$ cat config.mk
export PLATFORM = sky130hd
export DESIGN_NAME = xwin_ctl
export DESIGN_NICKNAME = d
export VERILOG_FILES = /design/src/rtl/xwin_pkg.sv /design/src/rtl/xwin_mode_dec.sv /design/src/rtl/xwin_prog_fsm.sv /design/src/rtl/xwin_cfg_store.sv /design/src/rtl/xwin_ctl.sv
export SDC_FILE = /design/constraint.sdc
export NUM_CORES = 1
export LEC_CHECK = 0
export BUFFER_PORTS_ARGS = -buffer_cell sky130_fd_sc_hd__clkbuf_2
export CAP_MARGIN = 10
export CORE_MARGIN = 3
export CORE_UTILIZATION = 30
export DETAILED_ROUTE_END_ITERATION = 7
export PLACE_DENSITY_LB_ADDON = 0.25
export SLEW_MARGIN = 20
export SYNTH_ARGS = -nofsm -noshare
export SYNTH_HDL_FRONTEND = slang
export SYNTH_SLANG_ARGS = --single-unit
$ cat constraint.sdc
create_clock -name clk -period 4.5 [get_ports clk]
set_clock_uncertainty 0.05 [all_clocks]
set_input_delay 0.225 -clock clk [delete_from_list [all_inputs] [get_ports clk]]
set_output_delay 0.225 -clock clk [all_outputs]
set_load 0.01 [all_outputs]
$ cat src/rtl/xwin_pkg.sv
package xwin_pkg;

    typedef enum logic [1:0] {
        PRG_IDLE      = 2'd0,
        PRG_HAVE_ADDR = 2'd1,
        PRG_ARMED     = 2'd2
    } prg_state_e;

    // decoded behaviour of one mode word
    typedef struct packed {
        logic        valid;
        logic        rom;
        logic        merge;
        logic [15:0] step;
    } step_t;

endpackage

$ cat src/rtl/xwin_mode_dec.sv
module xwin_mode_dec
    import xwin_pkg::*;
#(
    parameter int WORD_W = 16
) (
    input  logic [WORD_W-1:0] mode,
    input  logic              addr_odd,
    input  logic              is_write,
    output step_t             dec
);
    localparam logic [15:0] STEP_ZERO = 16'h0000;
    localparam logic [15:0] STEP_INC1 = 16'h0001;

    always_comb begin
        dec = '{valid: 1'b0, rom: 1'b0, merge: 1'b0, step: STEP_ZERO};
        if (is_write) begin
            unique case (mode)
                16'h0018: dec.valid = 1'b1;
                16'h0818: begin dec.valid = 1'b1; dec.step = STEP_INC1; end
                16'h0418: begin dec.valid = 1'b1; dec.merge = 1'b1; end
                16'h4018, 16'h4418: begin
                    dec.valid = 1'b1;
                    dec.merge = mode[10];
                    dec.step  = addr_odd ? 16'd31 : STEP_INC1;
                end
                default: dec.valid = 1'b0;
            endcase
        end else if (mode[15:4] == 12'h080) begin
            dec.valid = 1'b1;
            dec.rom   = 1'b1;
            dec.step  = STEP_INC1;
        end else begin
            unique case (mode)
                16'h0018: dec.valid = 1'b1;
                16'h0818: begin dec.valid = 1'b1; dec.step = STEP_INC1; end
                16'h3018: begin dec.valid = 1'b1; dec.step = 16'd32; end
                16'hA818: begin dec.valid = 1'b1; dec.step = 16'hFFF0; end
                16'hB818: begin dec.valid = 1'b1; dec.step = 16'hFF80; end
                default: dec.valid = 1'b0;
            endcase
        end
    end
endmodule

$ cat src/rtl/xwin_prog_fsm.sv
module xwin_prog_fsm
    import xwin_pkg::*;
#(
    parameter int WORD_W = 16
) (
    input  logic              clk,
    input  logic              rst_n,
    input  logic              ctl_wr,
    input  logic              ctl_rd,
    input  logic [WORD_W-1:0] ctl_wdata,
    input  logic              win_acc,
    input  logic              load_en,
    input  logic [WORD_W-1:0] load_addr,
    input  logic [WORD_W-1:0] load_mode,
    output prg_state_e        state,
    output logic [WORD_W-1:0] pmc_addr,
    output logic [WORD_W-1:0] pmc_mode,
    output logic [WORD_W-1:0] ctl_rdata
);
    prg_state_e state_nxt;
    logic       ctl_any;

    assign ctl_any = ctl_wr || ctl_rd;

    // state register
    always_ff @(posedge clk or negedge rst_n) begin
        if (!rst_n) state <= PRG_IDLE;
        else        state <= state_nxt;
    end

    // transitions
    always_comb begin
        state_nxt = state;
        if (win_acc) begin
            state_nxt = PRG_IDLE;
        end else if (ctl_any) begin
            unique case (state)
                PRG_IDLE:      state_nxt = PRG_HAVE_ADDR;
                PRG_HAVE_ADDR: state_nxt = PRG_ARMED;
                PRG_ARMED:     state_nxt = PRG_HAVE_ADDR;
                default:       state_nxt = PRG_IDLE;
            endcase
        end
    end

    // programming register contents
    always_ff @(posedge clk or negedge rst_n) begin
        if (!rst_n) begin
            pmc_addr <= '0;
            pmc_mode <= '0;
        end else if (win_acc) begin
            if (load_en) begin
                pmc_addr <= load_addr;
                pmc_mode <= load_mode;
            end
        end else if (ctl_wr) begin
            if (state == PRG_HAVE_ADDR) pmc_mode <= ctl_wdata;
            else                        pmc_addr <= ctl_wdata;
        end
    end

    // outputs
    always_comb begin
        unique case (state)
            PRG_HAVE_ADDR: ctl_rdata = pmc_mode;
            default:       ctl_rdata = pmc_addr;
        endcase
    end
endmodule

$ cat src/rtl/xwin_cfg_store.sv
module xwin_cfg_store #(
    parameter int WORD_W  = 16,
    parameter int NUM_WIN = 5,
    parameter int SEL_W   = 3
) (
    input  logic              clk,
    input  logic              rst_n,
    input  logic              arm_en,
    input  logic              step_en,
    input  logic [SEL_W-1:0]  sel,
    input  logic              dir_wr,
    input  logic [WORD_W-1:0] arm_addr,
    input  logic [WORD_W-1:0] arm_mode,
    input  logic [WORD_W-1:0] step_addr,
    output logic [WORD_W-1:0] cur_addr,
    output logic [WORD_W-1:0] cur_mode
);
    // index 0 = read setting, 1 = write setting
    logic [WORD_W-1:0] addr_q [NUM_WIN][2];
    logic [WORD_W-1:0] mode_q [NUM_WIN][2];

    for (genvar w = 0; w < NUM_WIN; w++) begin : g_win
        for (genvar d = 0; d < 2; d++) begin : g_dir
            logic hit;
            assign hit = (sel == SEL_W'(w)) && (dir_wr == d[0]);
            always_ff @(posedge clk or negedge rst_n) begin
                if (!rst_n) begin
                    addr_q[w][d] <= '0;
                    mode_q[w][d] <= '0;
                end else if (hit && arm_en) begin
                    addr_q[w][d] <= arm_addr;
                    mode_q[w][d] <= arm_mode;
                end else if (hit && step_en) begin
                    addr_q[w][d] <= step_addr;
                end
            end
        end
    end

    always_comb begin
        cur_addr = '0;
        cur_mode = '0;
        for (int w = 0; w < NUM_WIN; w++) begin
            if (sel == SEL_W'(w)) begin
                cur_addr = addr_q[w][dir_wr];
                cur_mode = mode_q[w][dir_wr];
            end
        end
    end
endmodule

$ cat src/rtl/xwin_ctl.sv
module xwin_ctl
    import xwin_pkg::*;
#(
    parameter int WORD_W   = 16,
    parameter int NUM_WIN  = 5,
    parameter int PROG_WIN = 4,
    parameter int SEL_W    = 3,
    parameter int HI_W     = 7,
    parameter int GP_W     = 2
) (
    input  logic                      clk,
    input  logic                      rst_n,
    input  logic                      ctl_wr,
    input  logic                      ctl_rd,
    input  logic [WORD_W-1:0]         ctl_wdata,
    output logic [WORD_W-1:0]         ctl_rdata,
    input  logic                      win_acc,
    input  logic [SEL_W-1:0]          win_sel,
    input  logic                      win_we,
    input  logic [WORD_W-1:0]         win_wdata,
    input  logic [GP_W-1:0]           gp_stat,
    output logic                      mem_req,
    output logic                      mem_we,
    output logic                      mem_rom,
    output logic [HI_W+WORD_W:0]      mem_addr,
    output logic [WORD_W-1:0]         mem_wdata,
    output logic [WORD_W/4-1:0]       mem_nib_en,
    output logic                      err
);
    localparam int NIB_N = WORD_W / 4;

    prg_state_e        ctl_state;
    logic [WORD_W-1:0] pmc_addr, pmc_mode;
    logic [WORD_W-1:0] cur_addr, cur_mode, nxt_addr;
    logic              sel_ok, arm_hit, use_hit, step_en;
    step_t             dec;
    logic [NIB_N-1:0]  nib_nz;

    assign sel_ok  = (win_sel < SEL_W'(NUM_WIN));
    assign arm_hit = win_acc && sel_ok && (ctl_state == PRG_ARMED);
    assign use_hit = win_acc && sel_ok && (ctl_state != PRG_ARMED)
                     && ((win_sel == SEL_W'(PROG_WIN)) || (|gp_stat));
    assign step_en = use_hit && dec.valid;
    assign nxt_addr = dec.valid ? (cur_addr + dec.step) : cur_addr;

    xwin_prog_fsm #(.WORD_W(WORD_W)) u_fsm (
        .clk       (clk),
        .rst_n     (rst_n),
        .ctl_wr    (ctl_wr),
        .ctl_rd    (ctl_rd),
        .ctl_wdata (ctl_wdata),
        .win_acc   (win_acc),
        .load_en   (use_hit),
        .load_addr (nxt_addr),
        .load_mode (cur_mode),
        .state     (ctl_state),
        .pmc_addr  (pmc_addr),
        .pmc_mode  (pmc_mode),
        .ctl_rdata (ctl_rdata)
    );

    xwin_cfg_store #(.WORD_W(WORD_W), .NUM_WIN(NUM_WIN), .SEL_W(SEL_W)) u_store (
        .clk       (clk),
        .rst_n     (rst_n),
        .arm_en    (arm_hit),
        .step_en   (step_en),
        .sel       (win_sel),
        .dir_wr    (win_we),
        .arm_addr  (pmc_addr),
        .arm_mode  (pmc_mode),
        .step_addr (nxt_addr),
        .cur_addr  (cur_addr),
        .cur_mode  (cur_mode)
    );

    xwin_mode_dec #(.WORD_W(WORD_W)) u_dec (
        .mode     (cur_mode),
        .addr_odd (cur_addr[0]),
        .is_write (win_we),
        .dec      (dec)
    );

    for (genvar n = 0; n < NIB_N; n++) begin : g_nib
        assign nib_nz[n] = |win_wdata[4*n +: 4];
    end

    // registered request interface
    always_ff @(posedge clk or negedge rst_n) begin
        if (!rst_n) begin
            mem_req    <= 1'b0;
            mem_we     <= 1'b0;
            mem_rom    <= 1'b0;
            mem_addr   <= '0;
            mem_wdata  <= '0;
            mem_nib_en <= '1;
            err        <= 1'b0;
        end else begin
            mem_req <= step_en;
            err     <= use_hit && !dec.valid;
            if (step_en) begin
                mem_we     <= win_we;
                mem_rom    <= dec.rom;
                mem_addr   <= {cur_mode[HI_W-1:0], cur_addr, 1'b0};
                mem_wdata  <= win_wdata;
                mem_nib_en <= (win_we && dec.merge) ? nib_nz : '1;
            end
        end
    end
endmodule

# Word level (Yosys, flattened, before mapping)
# Index checks and enable logic that the tools add are counted.
[word_totals] wordCells=206 in_bits=43 reg_bits=401 out_inout_bits=64
[classes] n_mux=87 eq_ne=18 n_addsub=1 n_lt_le_gt_ge=2 reduce_logical=66 bitwise_logic=2
[op_table] operator="16-bit 2-to-1 mux" n=72
[op_table] operator="16-bit case mux with 4 select lines" n=1
[op_table] operator="1-bit logical AND" n=37
[op_table] operator="16-bit by 15-bit equality test with 1-bit output (second input constant)" n=2
[op_table] operator="16-bit equality test (second input constant)" n=2
[op_table] operator="16-bit case mux with 2 select lines" n=1
[op_table] operator="2-bit nonzero test" n=13
[op_table] operator="16-bit adder" n=1
[op_table] operator="16-bit by 11-bit equality test with 1-bit output (second input constant)" n=1
[op_table] operator="16-bit by 12-bit equality test with 1-bit output (second input constant)" n=1
[op_table] operator="16-bit by 14-bit equality test with 1-bit output (second input constant)" n=1
[op_table] operator="16-bit by 5-bit equality test with 1-bit output (second input constant)" n=1
[op_table] operator="4-bit OR reduction" n=4
[op_table] operator="12-bit by 8-bit equality test with 1-bit output (second input constant)" n=1
[op_table] operator="5-bit OR reduction" n=2
[op_table] operator="1-bit 2-to-1 mux" n=7
[op_table] operator="3-bit by 2-bit equality test with 1-bit output (second input constant)" n=2
[op_table] operator="3-bit AND reduction" n=2
[op_table] operator="2-bit OR reduction" n=3
[op_table] operator="5-bit 2-to-1 mux" n=1
[op_table] operator="2-bit 2-to-1 mux" n=2
[op_table] operator="4-bit 2-to-1 mux" n=1
[op_table] operator="2-bit != test (second input constant)" n=2
[op_table] operator="2-bit case mux with 2 select lines" n=1
[op_table] operator="14 further kinds" n=15

# Depth between registers and ports, before layout
# Gate-level depths: netlist of run 1.
[depth] word_depth=18 mapped_depth=25 mapped_depth_nobuf=20

# Modules after synthesis
# Synthesis of run 1 repeated with hierarchy kept, for this count alone.
[unflattened] cells_unflattened=1835 hier_area_um2=21468.1
[modules_own_cells] mod="xwin_cfg_store" instances=1 seq_area_each_um2=8007.7 cells_each=1411 area_per_inst_um2=16379.5
[modules_own_cells] mod="xwin_ctl" instances=1 seq_area_each_um2=1181.1 cells_each=248 area_per_inst_um2=2790.2
[modules_own_cells] mod="xwin_prog_fsm" instances=1 seq_area_each_um2=850.8 cells_each=134 area_per_inst_um2=2004.4
[modules_own_cells] mod="xwin_mode_dec" instances=1 seq_area_each_um2=0.0 cells_each=42 area_per_inst_um2=294.0

# Least setup slack after synthesis of run 1
# Ideal clock, no wire load.
[synth_path] kind="in2reg" start="input port win_we" end="register u_store.addr_q[14] in the netlist's numbering" required_ns=4.313 path_buffers=8 setup_time_ns=0.137 setup_slack_ns=-0.442 t_arrival_ns=4.755 cell_stages=21 path_cell_list="buf_6 buf_8 buf_12 buf_8 buf_2 buf_1 buf_2 clkbuf_1 nand2_1 nor2_1 nand2_1 nor3_1 ha_1 nor2b_1 o31a_1 o2111ai_1 a21oi_1 o41a_1 a311o_1 o22ai_2 a2bb2oi_1"
[synth_between] elab_chain_cells=17 elab_cells_between_ends=71 cone_classes="add/sub (1); eq/ne (9); mux (52); bitwise (1); reduce/logical (8)"
[synth_rtl] item="start: declaration" line="xwin_ctl.sv:19" source="input logic win_we,"
[synth_rtl] item="1-bit inverter with 2-bit output (not written as such)" line="xwin_cfg_store.sv:45, xwin_cfg_store.sv:46"
[synth_rtl] item="16-bit 2-to-1 mux (not written as such) (3 in a row)" line="xwin_cfg_store.sv:46" source="cur_mode = mode_q[w][dir_wr];"
[synth_rtl] item="16-bit 2-to-1 mux (5 in a row)" line="xwin_cfg_store.sv:44" source="if (sel == SEL_W'(w)) begin"
[synth_rtl] item="16-bit equality test (tied with other cells)" line="xwin_mode_dec.sv:33" source="unique case (mode)"
[synth_rtl] item="16-bit case mux with 4 select lines (tied with other cells)" line="xwin_mode_dec.sv:33"
[synth_rtl] item="16-bit 2-to-1 mux (tied with other cells)" line="xwin_mode_dec.sv:28" source="end else if (mode[15:4] == 12'h080) begin"
[synth_rtl] item="16-bit 2-to-1 mux or 1-bit 2-to-1 mux (tied branches)" line="xwin_mode_dec.sv:16, xwin_mode_dec.sv:28"
[synth_rtl] item="16-bit adder or 1-bit 2-to-1 mux (tied branches)" line="xwin_ctl.sv:44, xwin_mode_dec.sv:16"
[synth_rtl] item="16-bit 2-to-1 mux or 1-bit logical AND (tied branches)" line="xwin_ctl.sv:44, xwin_ctl.sv:43"
[synth_rtl] item="16-bit 2-to-1 mux or 1-bit logical AND (tied branches)" line="xwin_cfg_store.sv:33" source="end else if (hit && step_en) begin"
[synth_rtl] item="16-bit 2-to-1 mux or 2-bit nonzero test (tied branches)"
[synth_rtl] item="end signal: indexed assignment" line="xwin_cfg_store.sv:31" source="addr_q[w][d] <= arm_addr;"
[synth_rtl] item="end signal: indexed assignment" line="xwin_cfg_store.sv:34" source="addr_q[w][d] <= step_addr;"
[synth_rtl] item="end: declaration" line="xwin_cfg_store.sv:19" source="logic [WORD_W-1:0] addr_q [NUM_WIN][2];"
# Several ways; a longest one is shown, not always the timed one. The select of a mux whose other input is x is not followed.
# A chain may end at the register's enable or synchronous reset.

# Worst setup path in the final report of run 1
[layout_path] start="register u_store.mode_q[97] in the netlist's numbering" end="register u_store.addr_q[110] in the netlist's numbering"
[layout_between] elab_chain_cells=15 elab_cells_between_ends=33 cone_classes="add/sub (1); eq/ne (8); mux (18); reduce/logical (6)"
[layout_rtl] item="start: declaration" line="xwin_cfg_store.sv:20" source="logic [WORD_W-1:0] mode_q [NUM_WIN][2];"
[layout_rtl] item="start signal: indexed assignment" line="xwin_cfg_store.sv:32" source="mode_q[w][d] <= arm_mode;"
[layout_rtl] item="16-bit 2-to-1 mux (not written as such) * (3 in a row)" line="xwin_cfg_store.sv:46"
[layout_rtl] item="16-bit 2-to-1 mux * (4 in a row)" line="xwin_cfg_store.sv:44"
[layout_rtl] item="16-bit equality test (tied with other cells)" line="xwin_mode_dec.sv:33"
[layout_rtl] item="16-bit case mux with 4 select lines (tied with other cells)" line="xwin_mode_dec.sv:33"
[layout_rtl] item="16-bit 2-to-1 mux (tied with other cells)" line="xwin_mode_dec.sv:28"
[layout_rtl] item="16-bit 2-to-1 mux or 1-bit 2-to-1 mux (tied branches)" line="xwin_mode_dec.sv:16, xwin_mode_dec.sv:28"
[layout_rtl] item="16-bit adder or 1-bit 2-to-1 mux (tied branches)" line="xwin_ctl.sv:44, xwin_mode_dec.sv:16"
[layout_rtl] item="16-bit 2-to-1 mux or 1-bit logical AND (tied branches)" line="xwin_ctl.sv:44, xwin_ctl.sv:43"
[layout_rtl] item="16-bit 2-to-1 mux or 1-bit logical AND (tied branches)" line="xwin_cfg_store.sv:33"
[layout_rtl] item="16-bit 2-to-1 mux or 2-bit nonzero test (tied branches)"
# Mark *: on every way between the ends. The rest lies on a longest branch, timed or not. The select of a mux whose other input is x is not followed.

==> flow_metrics.py, run 1 <==
metrics = {
    "timing": {
        "fmax_ghz": 0.220,
        "rsz0062_at_grt": "true",
        "min_period_ns": 4.55,
        "holdWs_ns": 0.0471,
        "relSlewSlack": 0.250,
        "setup_viol": 10,
        "slew_violations": 0,
        "setup_ws_ns": -0.0512,
        "post-route-period-util": 1.01,
        "worst_slew_pin_slew_ns": 1.12,
        "timing_hold_violations_final": 0,
    },
    "setup_path": {
        "cp.required_ns": 4.90,
        "r2r_setup_slack_ns": -0.05,
        "arrival_ns": 4.95,
        "cp-end-kind": "register",
        "worst_path_most_repeated_cell": "buf_6",
        "worst_path_max_delay_cell": "or4b_4",
        "r2r.worst_path.cells": 18,
        "worstPathMaxFanout": 5,
        "cp_cell_sequence": "mux2i_1 > o22ai_1 > or4b_4 > or2_4 > buf_6 > nor4_4 > nand2_2 > nor3_4 > buf_6 > ha_4 > nor2b_4 > o31a_1 > o2111ai_2 > a21oi_2 > o41a_1 > a311o_2 > o22ai_4 > a21oi_1",
        "crit_path_max_incr_delay_ns": 0.55,
        "cp-start-kind": "register",
        "criticalPathCategory": "register to register",
    },
    "synth": {
        "synth_ff_type": "dfrtp_1",
        "synthCells": 1756,
        "ys_seq_area_frac": 0.508,
        "synth_top_area_cell": "dfrtp_1",
        "synth_top_area_frac": 0.503,
        "synth_edf_count": 0,
        "synth_fp_nets": 1815,
        "ys_async_sr_fraction": 1.00,
        "synth_common_cells": "dfrtp_1 (397), mux2_2 (194), nand2_1 (188), nor2_1 (133), a21oi_1 (95)",
        "yosysWarnings": 0,
        "synth.distinct_cells": 90,
        "synth_area_um2": 19800,
        "synth_area_leaders": "dfrtp_1 (50%), mux2_2 (11%), mux2i_1 (4.1%)",
        "synth_seq_cells": 401,
        "avgSynthCellArea_um2": 11.3,
        "synth.most_common_cell": "dfrtp_1",
    },
    "drt": {
        "vias": 15800,
        "routed_via_density": 5.41,
        "drt_pass1_iterations": 7,
        "drtIter0Drc": 1218,
        "wl_um": 68000,
        "route.detailed.drc": 0,
        "antenna_left": 0,
        "wire_per_inst_um": 23.3,
    },
    "global_routing": {
        "antenna_found_initial": 1,
        "grt_use_met3": 0.0404,
        "busiest_layer": "met2",
        "grt_overflow": 0,
        "grt_max_degree": 144,
        "grt_usage": 0.192,
        "use_met2": 0.303,
        "first_global_vias": 15800,
        "grt_first_pass_wirelength_um": 102000,
        "grtUsageMet1": 0.270,
    },
    "placed_design": {
        "dp_slack_ns": -0.842,
        "portBuffers": 105,
        "placed_cell_area_um2": 22600,
        "placed_cells": 2800,
        "gp_congestion": 0.876,
        "dp_hpwl_um": 46500,
    },
    "clocking": {
        "cts.clk_slew.worst_paths_ns": 0.06,
        "clock_latency_ns": 0.58,
        "numCtsBuffers": 45,
        "clock_sinks": 401,
        "htree_num_levels": 2,
        "clockBufferDepth": 3,
        "cts_tree": "yes",
        "cts-root-buf": "clkbuf_16",
    },
    "cells_and_area": {
        "syn_to_final_growth_pct": 25.8,
        "fin_util": 0.384,
        "num_antenna_cells": 0,
        "nets": 2091,
        "drive_gt1_frac": 0.360,
        "fin_area_um2": 24900,
        "finalNonFillerCells": 2916,
    },
    "die": {
        "io_pins": 107,
        "die_h_um": 263,
        "die_x_um": 263,
        "die-area_um2": 69000,
        "start_util": 0.305,
        "num_rows": 93,
        "core_area_um2": 64800,
    },
    "power": {
        "leakagePower_nw": 11.8,
        "power_density_nw_per_um2": 352,
        "peakVddDrop_uv": 248,
    },
    "hold_path": {
        "hold_depth": 4,
        "hp-class": "primary input to register",
    },
    "outcome": {
        "violations": "setup timing",
        "status": "finished, violations left",
    },
    "run": {
        "max_cap_viol_count": 0,
    },
}
==> power breakdown <==
part           switching [mW]  total (mW)  internal, mW
clock network            1.50        3.51          2.02
registers               0.296        4.16          3.87
logic                   0.590        1.09         0.498
==> worst max-delay path: cells and delay by family, from the launching register on <==
kind | cells | cell delay (ns)
flops | 1 | 0.37
compound gates | 8 | 1.95
mux | 1 | 0.16
buf+inv | 2 | 0.27
fa+ha+maj | 1 | 0.20
simple gates | 6 | 1.42
==> layer usage <==
metal  share of wire  up-vias
met3           0.070      111
met5               0        -
met4           0.024        0
li1                -     7043
met1            0.45     8101
met2            0.46      530
==> metrics by stage <==
stage	setup TNS [ns]	power [mW]
after CTS	-0.0214	8.82
after floorplan	0	4.71
after detailed placement	-67.24	5.24
after global placement	-58.92	5.21
after global routing	-7.08	9.13
final	-0.357	8.77
==> area by class of cell <==
cell class                      instances  area, um^2
Tap cell                              855        1070
Clock buffer                           66        1320
Clock inverter                         10        60.1
Fill cell                            6299       39900
Timing Repair Buffer                  365        2750
Inverter                               13        52.6
Multi-Input combinational cell       1206        9580
Sequential cell                       401       10000
==> layout by cell type (no fill, tap or decap), types with 17 or more instances in the layout <==
cell	n
mux2i_1	80
a211oi_1	20
nand3b_1	23
clkbuf_16	48
o2bb2ai_1	17
a21oi_1	78
nand2_1	185
nand3_1	30
buf_4	217
nor2_1	130
o22a_1	21
dlygate4sd3_1	24
clkbuf_2	103
mux2_2	194
a2bb2oi_1	76
dfrtp_1	397
a21o_1	23
o21ai_0	35
a21oi_2	21
==> kinds of logic (layout without fill, tap and decap cells) <==
group / Yosys count / count (layout) / synth area share
buffers and inverters: 152 / 454 / 0.0373
muxes: 279 / 279 / 0.156
other: 1 / 1 / 0.000190
DFF: 401 / 401 / 0.508
AOI/OAI and AO/OA: 426 / 429 / 0.168
and+or+nand+nor: 471 / 471 / 0.116
xor gates and xnor gates: 10 / 10 / 0.00443
adders and majority gates: 16 / 16 / 0.0105
==> registers in the layout, summed over array words and instances (netlist names) <==
signal          flops
err                 1
mem_addr           23
mem_nib_en          4
mem_rom             1
mem_we              1
u_fsm.pmc_addr     16
mem_req             1
u_fsm.state         2
u_store.addr_q    160
u_store.mode_q    160
mem_wdata          16
u_fsm.pmc_mode     16
==> worst paths after layout <==
kind	startpoint	to
min in group asynchronous	rst_n	u_store.addr_q[56]
min reg2reg	mem_addr[12]	mem_addr[12]
min	ctl_wdata[13]	u_fsm.pmc_addr[13]
max	u_store.mode_q[97]	u_store.addr_q[110]
max reg2reg	u_store.mode_q[97]	u_store.addr_q[110]
max in group asynchronous	rst_n	u_store.mode_q[95]
==> what timing repair did <==
action | 4_1_cts | 5_1_grt
endpoints found under the setup margin | 65 | 83
setup buffers | 7 | 6
hold buffers | 24 | 0
pin swaps | 16 | 37
gates resized for setup | 36 | 53
gates cloned | 2 | 2
endpoints found under the hold margin | 120 | 0
No activity file was read; power rests on OpenSTA's default activity.
==> run 2, diff against run 1 <==
--- a/config.mk
+++ b/config.mk
@@ -7,11 +7,12 @@
 export LEC_CHECK = 0
 export BUFFER_PORTS_ARGS = -buffer_cell sky130_fd_sc_hd__clkbuf_2
 export CAP_MARGIN = 10
-export CORE_MARGIN = 3
 export CORE_UTILIZATION = 30
 export DETAILED_ROUTE_END_ITERATION = 7
 export PLACE_DENSITY_LB_ADDON = 0.25
+export SKIP_LAST_GASP = 1
 export SLEW_MARGIN = 20
 export SYNTH_ARGS = -nofsm -noshare
 export SYNTH_HDL_FRONTEND = slang
 export SYNTH_SLANG_ARGS = --single-unit
+export TNS_END_PERCENT = 5
==> run 2 against run 1 <==
The run still ends with setup timing left. Final area shrank 0.76%. Die area is 3.0% lower. Clock power up 6.6%. Wire length shrank 0.43%. Register-to-register slack got worse by 0.07 ns. Final cell count fell by 0.24%. Worst hold slack worse by 0.015 ns. Sequential cell count is the same. Fmax decreased by 1.6%. Core utilization shrank 0.29 points. Combinational power about the same. Critical path type unchanged. Critical endpoint is now u_store.addr_q[158]. Largest power group unchanged.
==> flow_metrics.py, run 2 (synthesis gave the netlist of run 1 again) <==
metrics = {
    "outcome": {
        "status": "finished, violations left",
        "violations": "setup timing",
    },
    "cells_and_area": {
        "fin_util": 0.381,
        "drive_gt1_frac": 0.340,
        "syn_to_final_growth_pct": 24.9,
        "multi_input_area_um2": 9390,
        "layout_commonest_cell": "dfrtp_1",
        "num_antenna_cells": 0,
        "seq_area_um2": 10000,
        "nets": 2079,
        "reg_top3": "u_store.addr_q x160, u_store.mode_q x160, mem_addr x23",
        "fin_area_um2": 24700,
        "finalNonFillerCells": 2909,
        "fillers": 6324,
        "layout_common_cells": "dfrtp_1 (397), buf_4 (207), mux2_2 (194), nand2_1 (184), nor2_1 (131)",
    },
    "power": {
        "peakVddDrop_uv": 217,
        "power_density_nw_per_um2": 364,
        "fin_total_pwr_mw": 8.99,
        "leakagePower_nw": 11.8,
    },
    "global_routing": {
        "grt_max_degree": 105,
        "antenna_found_initial": 2,
        "grt_first_pass_wirelength_um": 102000,
        "first_global_vias": 15900,
        "grt_overflow": 0,
        "grt_usage": 0.201,
    },
    "drt": {
        "routed_via_density": 5.37,
        "drt_pass1_iterations": 5,
        "route.detailed.drc": 0,
        "vias": 15600,
        "antenna_left": 0,
        "drtIter0Drc": 1499,
        "wire_per_inst_um": 23.3,
        "wl_um": 67700,
    },
    "clocking": {
        "cts-root-buf": "clkbuf_16",
        "htree_num_levels": 2,
        "cts.clk_slew.worst_paths_ns": 0.06,
        "clock_latency_ns": 0.58,
        "cts_tree": "yes",
        "clockBufferDepth": 3,
        "numCtsBuffers": 44,
        "clock_sinks": 401,
    },
    "timing": {
        "min_period_ns": 4.63,
        "setup_ws_ns": -0.126,
        "setup_viol": 32,
        "slew_violations": 0,
        "rsz0062_at_grt": "true",
        "relSlewSlack": 0.349,
        "post-route-period-util": 1.03,
        "timing_hold_violations_final": 0,
        "fmax_ghz": 0.216,
        "worst_slew_pin_slew_ns": 0.973,
        "tns_ns": -1.81,
    },
    "die": {
        "start_util": 0.305,
        "die-area_um2": 66900,
        "die_h_um": 259,
        "core_area_um2": 64800,
        "die_x_um": 259,
        "num_rows": 93,
        "io_pins": 107,
    },
    "setup_path": {
        "cp-end-kind": "register",
        "arrival_ns": 5.01,
        "cp-start-kind": "register",
        "cp.required_ns": 4.89,
        "r2r.worst_path.cells": 18,
        "criticalPathCategory": "register to register",
        "worstPathMaxFanout": 5,
    },
    "placed_design": {
        "gp_congestion": 0.900,
        "portBuffers": 105,
        "placed_cells": 2799,
        "placed_cell_area_um2": 22700,
        "dp_hpwl_um": 46900,
    },
    "hold_path": {
        "hold_depth": 4,
        "hp-class": "primary input to register",
    },
    "run": {
        "max_cap_viol_count": 0,
    },
}
run 2: worst max-delay path, stage by stage (launching register included):
cell and delay [ns]:
dfrtp_1 0.37, mux2i_1 0.22, o22ai_1 0.14, or4b_4 0.50, or2_4 0.29, or3_4 0.38
nor3_4 0.17, nand2_2 0.13, o21ai_4 0.16, ha_4 0.24, buf_4 0.14, o21a_1 0.10
o31a_1 0.13, o2111ai_2 0.24, a21oi_2 0.10, o41a_1 0.37, a311o_2 0.43, o22ai_4 0.22
a2bb2oi_1 0.11
run 2: metrics by stage:
stage / hold WS, ns / setup WS, ns
CTS: 0.00586 / -0.174
global placement: 0.301 / -0.421
global route: 0.0446 / -0.332
floorplan: -0.121 / 0.0000409
finish: 0.0318 / -0.126
detailed placement: 0.301 / -0.492
run 2: cell type report:
cell class	instances	area share
inverters	13	0.00198
well taps	855	0.0433
flip-flops and latches	401	0.407
clock inverters	12	0.00750
multi-input cells	1206	0.380
repair buffers	354	0.108
clock buffers	68	0.0516
run 2: repair_timing:
item	CTS	global route
setup endpoints to repair	75	109
buffers inserted	1	2
resized for setup	12	41
hold buffers	25	0
hold endpoints to repair	126	0
gates cloned	2	1
pin swaps	10	33
run 2: where the power goes:
group / switching [mW] / internal (mW) / leakage, nW
Combinational: 0.592 / 0.489 / 5.57
Sequential: 0.297 / 3.87 / 5.49
Clock: 1.51 / 2.23 / 0.716
run 2: final timing paths:
path                                         start                  end  slack, ns
max in group asynchronous                    rst_n         mem_wdata[4]       2.86
worst max register to register  u_store.mode_q[97]  u_store.addr_q[158]      -0.13
worst min-delay path                  ctl_wdata[3]    u_fsm.pmc_mode[3]       0.03
min in group asynchronous                    rst_n  u_store.addr_q[104]       0.22
worst max-delay path            u_store.mode_q[97]  u_store.addr_q[158]      -0.13
worst min register to register        mem_wdata[1]         mem_wdata[1]       0.41
run 2: metal layers:
metal / track usage / part of all wire / wire length (um) / up-vias
met5: 0 / 0.00019 / 13 / -
met4: 0.0643 / 0.026 / 1780 / 2
met3: 0.0421 / 0.068 / 4600 / 102
met2: 0.308 / 0.45 / 30600 / 507
met1: 0.283 / 0.45 / 30700 / 7986
li1: - / - / - / 7020
